<file path="config.mk">
export PLATFORM = sky130hd
export DESIGN_NAME = twin_pred_mover
export DESIGN_NICKNAME = d
export VERILOG_FILES = /design/src/rtl/tpm_pkg.sv /design/src/rtl/tpm_scan.sv /design/src/rtl/tpm_step.sv /design/src/rtl/twin_pred_mover.sv
export SDC_FILE = /design/constraint.sdc
export NUM_CORES = 1
export LEC_CHECK = 0
export ABC_AREA = 1
export BUFFER_PORTS_ARGS = -buffer_cell sky130_fd_sc_hd__buf_2
export CAP_MARGIN = 20
export CORE_ASPECT_RATIO = 1.4
export CORE_UTILIZATION = 56
export CTS_BUF_LIST = sky130_fd_sc_hd__clkbuf_16
export DETAILED_ROUTE_END_ITERATION = 12
export MAX_ROUTING_LAYER = met4
export PLACE_DENSITY = 0.77
export SLEW_MARGIN = 20
export SYNTH_ARGS = -nofsm -noshare
export SYNTH_HDL_FRONTEND = slang
export SYNTH_SLANG_ARGS = --single-unit
</file>
<file path="constraint.sdc">
create_clock -name clk -period 2.45 [get_ports clk]
set_clock_uncertainty 0.2 [all_clocks]
set_input_delay 0 -clock clk [delete_from_list [all_inputs] [get_ports clk]]
set_output_delay 0 -clock clk [all_outputs]
set_load 0.01 [all_outputs]
</file>
<file path="src/rtl/tpm_pkg.sv">
package tpm_pkg;
  typedef enum logic [1:0] {ST_IDLE, ST_RUN, ST_FIN} tpm_state_e;
endpackage

</file>
<file path="src/rtl/tpm_scan.sv">
module tpm_scan #(
  parameter int MAXVL = 16,
  parameter int IDXW  = $clog2(MAXVL),
  parameter int LENW  = $clog2(MAXVL + 1)
) (
  input  logic [MAXVL-1:0] mask,
  input  logic [LENW-1:0]  from,
  input  logic             is_vec,
  output logic             hit,
  output logic [IDXW-1:0]  idx
);
  // lowest enabled element at or above the step; a scalar side is always element 0
  always_comb begin
    hit = 1'b0;
    idx = '0;
    if (!is_vec) begin
      hit = 1'b1;
    end else begin
      for (int i = MAXVL - 1; i >= 0; i--) begin
        if (mask[i] && (i >= int'(from))) begin
          hit = 1'b1;
          idx = IDXW'(i);
        end
      end
    end
  end
endmodule

</file>
<file path="src/rtl/tpm_step.sv">
module tpm_step #(
  parameter int IDXW = 4,
  parameter int LENW = 5
) (
  input  logic            clk,
  input  logic            rst_n,
  input  logic            clr,
  input  logic            adv,
  input  logic [IDXW-1:0] idx,
  output logic [LENW-1:0] step
);
  always_ff @(posedge clk or negedge rst_n) begin
    if (!rst_n)   step <= '0;
    else if (clr) step <= '0;
    else if (adv) step <= LENW'(idx) + LENW'(1);
  end


  step_monotonic_chk: assert property (@(posedge clk) disable iff (!rst_n)
    adv |-> (LENW'(idx) >= step));
endmodule

</file>
<file path="src/rtl/twin_pred_mover.sv">
module twin_pred_mover
  import tpm_pkg::*;
#(
  parameter int MAXVL = 16,
  parameter int IDXW  = $clog2(MAXVL),
  parameter int LENW  = $clog2(MAXVL + 1)
) (
  input  logic             clk,
  input  logic             rst_n,
  input  logic             start,
  input  logic             ready,
  input  logic [LENW-1:0]  vl,
  input  logic [MAXVL-1:0] src_mask,
  input  logic [MAXVL-1:0] dst_mask,
  input  logic             src_pred_en,
  input  logic             dst_pred_en,
  input  logic             src_vec,
  input  logic             dst_vec,
  input  logic             single_pred,
  output logic [IDXW-1:0]  rd_idx,
  output logic             rd_en,
  output logic [IDXW-1:0]  wr_idx,
  output logic             wr_en,
  output logic             busy,
  output logic             done
);
  function automatic logic [MAXVL-1:0] len_mask(input logic [LENW-1:0] n);
    logic [MAXVL-1:0] m;
    for (int i = 0; i < MAXVL; i++) m[i] = (i < int'(n));
    return m;
  endfunction

  function automatic logic [MAXVL-1:0] eff_mask(input logic [MAXVL-1:0] m,
                                                input logic en,
                                                input logic [LENW-1:0] n);
    return (en ? m : {MAXVL{1'b1}}) & len_mask(n);
  endfunction

  tpm_state_e       st;
  logic [LENW-1:0]  vl_q;
  logic [MAXVL-1:0] smask_q, dmask_q;
  logic             sv_q, dv_q, single_q;

  logic             accept, s_hit, d_hit, xfer, exhausted, last_one;
  logic [IDXW-1:0]  s_idx, d_idx;
  logic [LENW-1:0]  s_step, d_step;

  assign accept    = start && (st != ST_RUN);
  assign xfer      = (st == ST_RUN) && s_hit && d_hit && ready;
  assign exhausted = (st == ST_RUN) && !(s_hit && d_hit);
  assign last_one  = xfer && !dv_q;

  always_ff @(posedge clk or negedge rst_n) begin
    if (!rst_n) begin
      st       <= ST_IDLE;
      vl_q     <= '0;
      smask_q  <= '0;
      dmask_q  <= '0;
      sv_q     <= 1'b0;
      dv_q     <= 1'b0;
      single_q <= 1'b0;
    end else if (accept) begin
      st       <= ST_RUN;
      vl_q     <= vl;
      smask_q  <= eff_mask(src_mask, src_pred_en, vl);
      dmask_q  <= single_pred ? eff_mask(src_mask, src_pred_en, vl)
                              : eff_mask(dst_mask, dst_pred_en, vl);
      sv_q     <= src_vec | single_pred;
      dv_q     <= dst_vec | single_pred;
      single_q <= single_pred;
    end else if (exhausted || last_one) begin
      st <= ST_FIN;
    end
  end

  tpm_scan #(.MAXVL(MAXVL), .IDXW(IDXW), .LENW(LENW)) src_scan_i (
    .mask(smask_q), .from(s_step), .is_vec(sv_q), .hit(s_hit), .idx(s_idx));
  tpm_scan #(.MAXVL(MAXVL), .IDXW(IDXW), .LENW(LENW)) dst_scan_i (
    .mask(dmask_q), .from(d_step), .is_vec(dv_q), .hit(d_hit), .idx(d_idx));

  tpm_step #(.IDXW(IDXW), .LENW(LENW)) src_step_i (
    .clk(clk), .rst_n(rst_n), .clr(accept), .adv(xfer && sv_q),
    .idx(s_idx), .step(s_step));
  tpm_step #(.IDXW(IDXW), .LENW(LENW)) dst_step_i (
    .clk(clk), .rst_n(rst_n), .clr(accept), .adv(xfer && dv_q),
    .idx(d_idx), .step(d_step));

  assign rd_en  = xfer;
  assign wr_en  = xfer;
  assign rd_idx = s_idx;
  assign wr_idx = d_idx;
  assign busy   = (st == ST_RUN);
  assign done   = (st == ST_FIN);


  reset_quiet_chk: assert property (@(posedge clk) disable iff (!rst_n)
    (st == ST_IDLE) |-> !(wr_en || busy || done));

  dst_in_range_chk: assert property (@(posedge clk) disable iff (!rst_n)
    wr_en |-> (LENW'(wr_idx) < vl_q || !dv_q));

  dst_enabled_chk: assert property (@(posedge clk) disable iff (!rst_n)
    (wr_en && dv_q) |-> dmask_q[wr_idx]);

  src_enabled_chk: assert property (@(posedge clk) disable iff (!rst_n)
    (rd_en && sv_q) |-> smask_q[rd_idx]);

  splat_src_zero_chk: assert property (@(posedge clk) disable iff (!rst_n)
    (rd_en && !sv_q) |-> (rd_idx == '0));

  extract_once_chk: assert property (@(posedge clk) disable iff (!rst_n)
    (wr_en && !dv_q) |=> (done && !wr_en));

  single_lockstep_chk: assert property (@(posedge clk) disable iff (!rst_n)
    (wr_en && single_q) |-> (rd_idx == wr_idx));

  done_hold_chk: assert property (@(posedge clk) disable iff (!rst_n)
    (done && !start) |=> done);
endmodule

</file>
---- Yosys cells after proc, flatten, opt, wreduce, memory -nomap -nowiden ----
Cells that the tools add are included.
storage, ports and cells
  register bits after elaboration ......... 46
  output and inout bits ................... 12
  word-level logic and storage cells ...... 188
  bits of input ports ..................... 46
operators by class
  bitwise operators ....................... 4
  $lt $le $gt $ge ......................... 48
  add/sub/neg operators ................... 2
  eq/ne operators ......................... 3
  mux-type cells .......................... 77
  reduce and logical (&&, ||, !) cells .... 47
operators with widths
  operator                                              count
  two-way mux 4 bit                                     34
  >= comparator 4 x 5 -> 1 bit (first input constant)   16
  two-way mux 16 bit                                    3
  logical AND 1 bit                                     41
  >= comparator 3 x 5 -> 1 bit (first input constant)   8
  < comparator 4 x 5 -> 1 bit (first input constant)    8
  two-way mux 1 bit                                     34
  bitwise AND 16 bit                                    2
  >= comparator 1 x 5 -> 1 bit (first input constant)   4
  >= comparator 2 x 5 -> 1 bit (first input constant)   4
  < comparator 3 x 5 -> 1 bit (first input constant)    4
  two-way mux 5 bit                                     4
  adder 4 x 1 -> 5 bit (second input constant)          2
  < comparator 1 x 5 -> 1 bit (first input constant)    2
  < comparator 2 x 5 -> 1 bit (first input constant)    2
  nonzero test 2 bit                                    3
  two-way mux 2 bit                                     2
  equality test 2 x 1 -> 1 bit (second input constant)  1
  equality test 2 bit (second input constant)           1
  zero test 1 bit                                       2
  != test 2 x 1 -> 1 bit (second input constant)        1
  OR 1 bit                                              2
  logical OR 1 bit                                      1

---- Logic depth before layout (Yosys ltp) ----
  depth after elaboration ................. 26
  mapped depth ............................ 24
  gate-level depth less buffers ........... 24

---- Modules after synthesis ----
A second synthesis with hierarchy kept.
second synthesis, totals
  cell total of the unflattened synthesis .. 482
  area, all modules ....................... 3264.4 um2
modules (own cells, without submodules)
  module           times used  seq. area each (um2)  area each (um2)  cells each
  twin_pred_mover  1           900.9                 1973.1           258
  tpm_scan         2           0.0                   395.4            82
  tpm_step         2           125.1                 250.2            30

---- Worst setup path before layout ----
No wires, ideal clock.
  path type ............................... register to register
  start point ............................. register dst_step_i.step[3]
  end point ............................... register dst_step_i.step[1]
  period minus slack after synthesis ...... 2307 ps
  data required time ...................... 2128 ps
  setup time .............................. 122 ps
  arrival time ............................ 1986 ps
  path slack .............................. 143 ps
  stages on the path, launching flop included .. 21
  path buffers ............................ 0
  path through ............................ dfrtp_1 -> nand2_2 -> o21ai_2 -> nand2_1 -> nand2_1 -> nand2_1 -> nand2_1 -> nand2_1 -> nand2_1 -> nand2_1 -> nand2_1 -> nand2_1 -> nand2_1 -> nand2_1 -> nand2_1 -> nand2_1 -> nand2_1 -> nand2_1 -> inv_1 -> ha_1 -> a32o_1
on the way
  elaborated cells on any way between the ends .. 73
  those cells by class .................... add/sub (1); order compare (16); mux (36); reduce/logical (20)
RTL lines
  element                          line                   text
  from (decl)                      tpm_step.sv:10         output logic [LENW-1:0] step
  from (signal assigned)           tpm_step.sv:15         else if (adv) step <= LENW'(idx) + LENW'(1);
  >= comparator 4 x 5 -> 1 bit     tpm_scan.sv:20         if (mask[i] && (i >= int'(from))) begin
  logical AND 1 bit                tpm_scan.sv:20
  two-way mux 4 bit (15 in a row)  tpm_scan.sv:20
  two-way mux 4 bit (*)            tpm_scan.sv:20
  two-way mux 4 bit (*)            tpm_scan.sv:16         if (!is_vec) begin
  net wr_idx[0]                    twin_pred_mover.sv:22  output logic [IDXW-1:0] wr_idx,
  adder 4 x 1 -> 5 bit (*)         tpm_step.sv:15
  two-way mux 5 bit (*)            tpm_step.sv:15
  two-way mux 5 bit (*)            tpm_step.sv:14         else if (clr) step <= '0;
The timed path passes the listed nets; every way through them passes the cells marked *. The select of a mux whose other input is x is not followed.
A chain may end at the register's enable or synchronous reset.

---- Worst setup path in the final report ----
  start point ............................. register dst_step_i.step[3]
  end point ............................... register dst_step_i.step[4]
on the way
  cells in the longest elaborated chain, start to end .. 23
  elaborated cells on any way between the ends .. 73
  those cells by class .................... add/sub (1); order compare (16); mux (36); reduce/logical (20)
ends and longest elaborated chain
  element
  branches (longest 23 deep; another with >= comparator 4 x 5 -> 1 bit)
Parallel ways; which one is timed is not known. The select of a mux whose other input is x is not followed.

==> summary.txt <==
Synthesis
  – Warnings, synthesis: 0
  – Count of unique library cells instantiated by Yosys: 40
  – Syn_area_per_cell: 6.98 um2
  – Post-synth net total: 489
  – Seq/Total Area, Yosys: 0.374
  – Mapped cell area: 0.00308 mm2
  – Synth Instances: 441
  – Seq cells post-synth: 46

Routing
  – Initial DRC count: 420
  – Drt wl/cell: 17.1 um
  – Drt total wl: 11.1 mm
  – First-pass iteration count of the detailed router: 7
  – Number of routed nets with antenna violations: 0
  – Via count: 3,747
  – Drc violations: 0
  – Via density: 5.80

Setup path
  – Crit path max fanout: 6
  – Worst Setup Path Type: flop to flop
  – Setup crit end kind: flop
  – Critical Path AT: 2.55 ns
  – Req. time, crit path: 2.45 ns
  – R2R depth: 15
  – CP startpoint kind: flop

Global routing
  – First-pass GRT wire length: 16.9 mm
  – Total gr overflow: 0
  – Initial antenna violation count: 0
  – Gr usage total: 0.389
  – Vias in the first global route: 3,657
  – Pin count of the biggest net entering global routing: 47

Die
  – FP Rows: 31
  – Die height: 89.7 um
  – Core footprint: 0.00524 mm2
  – Initial Util: 0.588
  – Num ports: 58
  – Die Wd: 64.7 um
  – Die area: 0.00580 mm2

STA
  – Fin crit share: 1.04
  – Endpoints failing setup: 5
  – Final count of pins violating max slew: 0
  – Final TNS setup: -0.279 ns
  – RSZ-0062 raised after global routing: true
  – Final Hold Vio Count: 0
  – Slew Limit Headroom: 0.608
  – Worst Tran Pin Value: 0.580 ns
  – Final WS setup: -0.0989 ns
  – Max Fclk: 392 MHz
  – Post-layout min period: 2.55 ns

Clocking
  – CTS HTree Levels: 2
  – Clk slew on worst S/H paths: 0.06 ns
  – CTS sink cnt: 46
  – CTS tree: yes
  – Worst-Skew Late Latency: 0.28 ns
  – CTS Buf Count: 5
  – CTS max path bufs: 2
  – CTS Root Cell: clkbuf_16

Final layout
  – ANT cells: 0
  – # fillers: 311
  – Share of layout cells above drive strength 1: 0.334
  – NumNets Final: 628
  – Area grow syn2layout: 46.9%

Placed design
  – Placer Congestion: 1.09
  – Post-DP HPWL: 6.98 mm
  – IO buf count: 57
  – Post-place setup slack: -0.0913 ns

Outcome
  – Violations in the final reports: setup timing
  – Status: finished, violations left

Min path
  – Worst Hold Class: input pin to flop
  – Hold Crit Depth: 5

Power
  – PD cells: 1150 mW/mm2
  – Leakage: 2.34 nW
  – Worst vdd ir: 0.000595 V

Flow run
  – Max_cap viols: 0
## cell type report
type                            count  area [um2]  area share
Sequential cell                    46        1160       0.257
Timing Repair Buffer              141        1050       0.233
Multi-Input combinational cell    306        1760       0.390
Clock buffer                        5         125      0.0277
Inverter                           80         303      0.0670
Tap cell                           66        82.6      0.0183
Clock inverter                      2        33.8     0.00747
## cells by family after synthesis
group | Yosys count | share of synthesized area
flip-flops | 46 | 0.374
buffers and inverters | 89 | 0.110
AO/OA/AOI/OAI | 97 | 0.205
AND/OR/NAND/NOR | 207 | 0.303
adder cells (fa/ha/maj) | 2 | 0.00813
## where the power goes
| part | switching, mW | leakage (nW) | total (mW) | internal, mW |
|---|---|---|---|---|
| combinational | 1.80 | 1.70 | 3.08 | 1.28 |
| sequential | 0.276 | 0.561 | 1.38 | 1.10 |
| clock | 0.272 | 0.0773 | 0.744 | 0.472 |
## state kept, by name, summed over array words and instances (netlist names)
register         flops
src_step_i.step      5
sv_q                 1
st                   2
dst_step_i.step      5
dv_q                 1
smask_q             16
dmask_q             16
## layout by cell type (no fill, tap or decap), types with 4 or more instances in the layout
cell type | synthesis | routed
clkbuf_16 | 0 | 5
nand3_1 | 20 | 17
o21ai_0 | 39 | 39
nand4_1 | 5 | 5
nand2_2 | 9 | 19
dlygate4sd3_1 | 0 | 48
nor2_2 | 3 | 10
a21oi_1 | 9 | 7
o211ai_1 | 6 | 6
buf_2 | 0 | 56
dfrtp_2 | 0 | 7
o22ai_1 | 11 | 11
dfrtp_1 | 46 | 39
o21ai_2 | 2 | 4
nand2_1 | 106 | 91
nand2_4 | 2 | 7
nor2_4 | 6 | 8
inv_2 | 10 | 18
nand3_2 | 2 | 5
buf_4 | 1 | 33
buf_6 | 0 | 4
inv_1 | 70 | 61
nor2_1 | 49 | 40
## timing repair
action | 4_1_cts | 5_1_grt
pin swaps | 4 | 32
setup buffers | 3 | 15
endpoints found under the setup margin | 5 | 24
endpoints found under the hold margin | 82 | 0
hold buffers | 48 | 0
gates resized for setup | 9 | 58
## synthesized netlist by cell type
cell type,count,share of area
nor2_4,6,0.022
and2_4,1,0.0028
inv_2,10,0.012
o21ai_1,5,0.0081
a22o_1,2,0.0057
a22oi_1,1,0.0024
clkbuf_1,8,0.0098
nand2_4,2,0.0073
buf_4,1,0.0024
o211ai_2,1,0.0041
dfrtp_1,46,0.37
o221ai_1,3,0.0085
nand4_1,5,0.010
o21a_1,1,0.0024
o21bai_1,1,0.0024
o2111ai_1,1,0.0028
o21ai_4,1,0.0053
nand3_1,20,0.033
o21ai_0,39,0.063
nor3_1,3,0.0049
inv_1,70,0.085
o211ai_1,6,0.015
a21oi_4,1,0.0053
nor3_2,1,0.0033
nand2_1,106,0.13
nor2_2,3,0.0061
o41ai_1,1,0.0028
o31ai_1,1,0.0024
a211oi_2,3,0.012
a31oi_1,4,0.0081
o311ai_0,1,0.0028
o32ai_1,2,0.0057
nand3_2,2,0.0065
a32o_1,1,0.0033
a21oi_1,9,0.015
nand2_2,9,0.018
ha_1,2,0.0081
nor2_1,49,0.060
o21ai_2,2,0.0057
o22ai_1,11,0.022
## stage by stage
step | hold WS, ns | instances | cell area, um2 | util | power [mW]
after floorplan | -0.496 | 441 | 3080 | - | 2.93
after global placement | -0.0845 | 573 | 3540 | 0.677 | 3.58
after detailed placement | -0.0758 | 573 | 3540 | 0.677 | 3.64
after CTS | 0.0147 | 631 | 4220 | 0.805 | 4.61
after global routing | 0.0378 | 646 | 4520 | 0.863 | 5.53
final | 0.0251 | 646 | 4520 | 0.863 | 5.20
## critical path, stage by stage, from the launching register on
cell and delay [ns]:
dfrtp_2 0.47, nand2_4 0.10, o21ai_2 0.06, buf_4 0.13
a21oi_1 0.28, a21oi_1 0.14, o21bai_1 0.13, nand2_1 0.07
nand2_1 0.07, nand3_1 0.11, inv_1 0.17, ha_4 0.16
inv_1 0.04, nor2_2 0.11, nand3_1 0.12, o21ai_2 0.10
## routing by layer
metal / part of all wire / track usage / routed length (um)
met3: 0.065 / 0.0685 / 717
met4: 0.063 / 0.226 / 693
met1: 0.38 / 0.448 / 4200
met5: 0 / - / 0
met2: 0.49 / 0.625 / 5440
## final timing paths
check | end | start | slack [ns]
worst max-delay path | dst_step_i.step[4]$_DFFE_PN0P_ | dst_step_i.step[3]$_DFFE_PN0P_ | -0.1
worst min-delay path | smask_q[8]$_DFFE_PN0P_ | vl[1] | 0.03
worst max register to register | dst_step_i.step[4]$_DFFE_PN0P_ | dst_step_i.step[3]$_DFFE_PN0P_ | -0.1
worst min register to register | smask_q[11]$_DFFE_PN0P_ | smask_q[11]$_DFFE_PN0P_ | 0.29
max in group asynchronous | src_step_i.step[1]$_DFFE_PN0P_ | rst_n | 1.47
min in group asynchronous | dst_step_i.step[3]$_DFFE_PN0P_ | rst_n | 0.13
No activity file was read; power rests on OpenSTA's default activity.
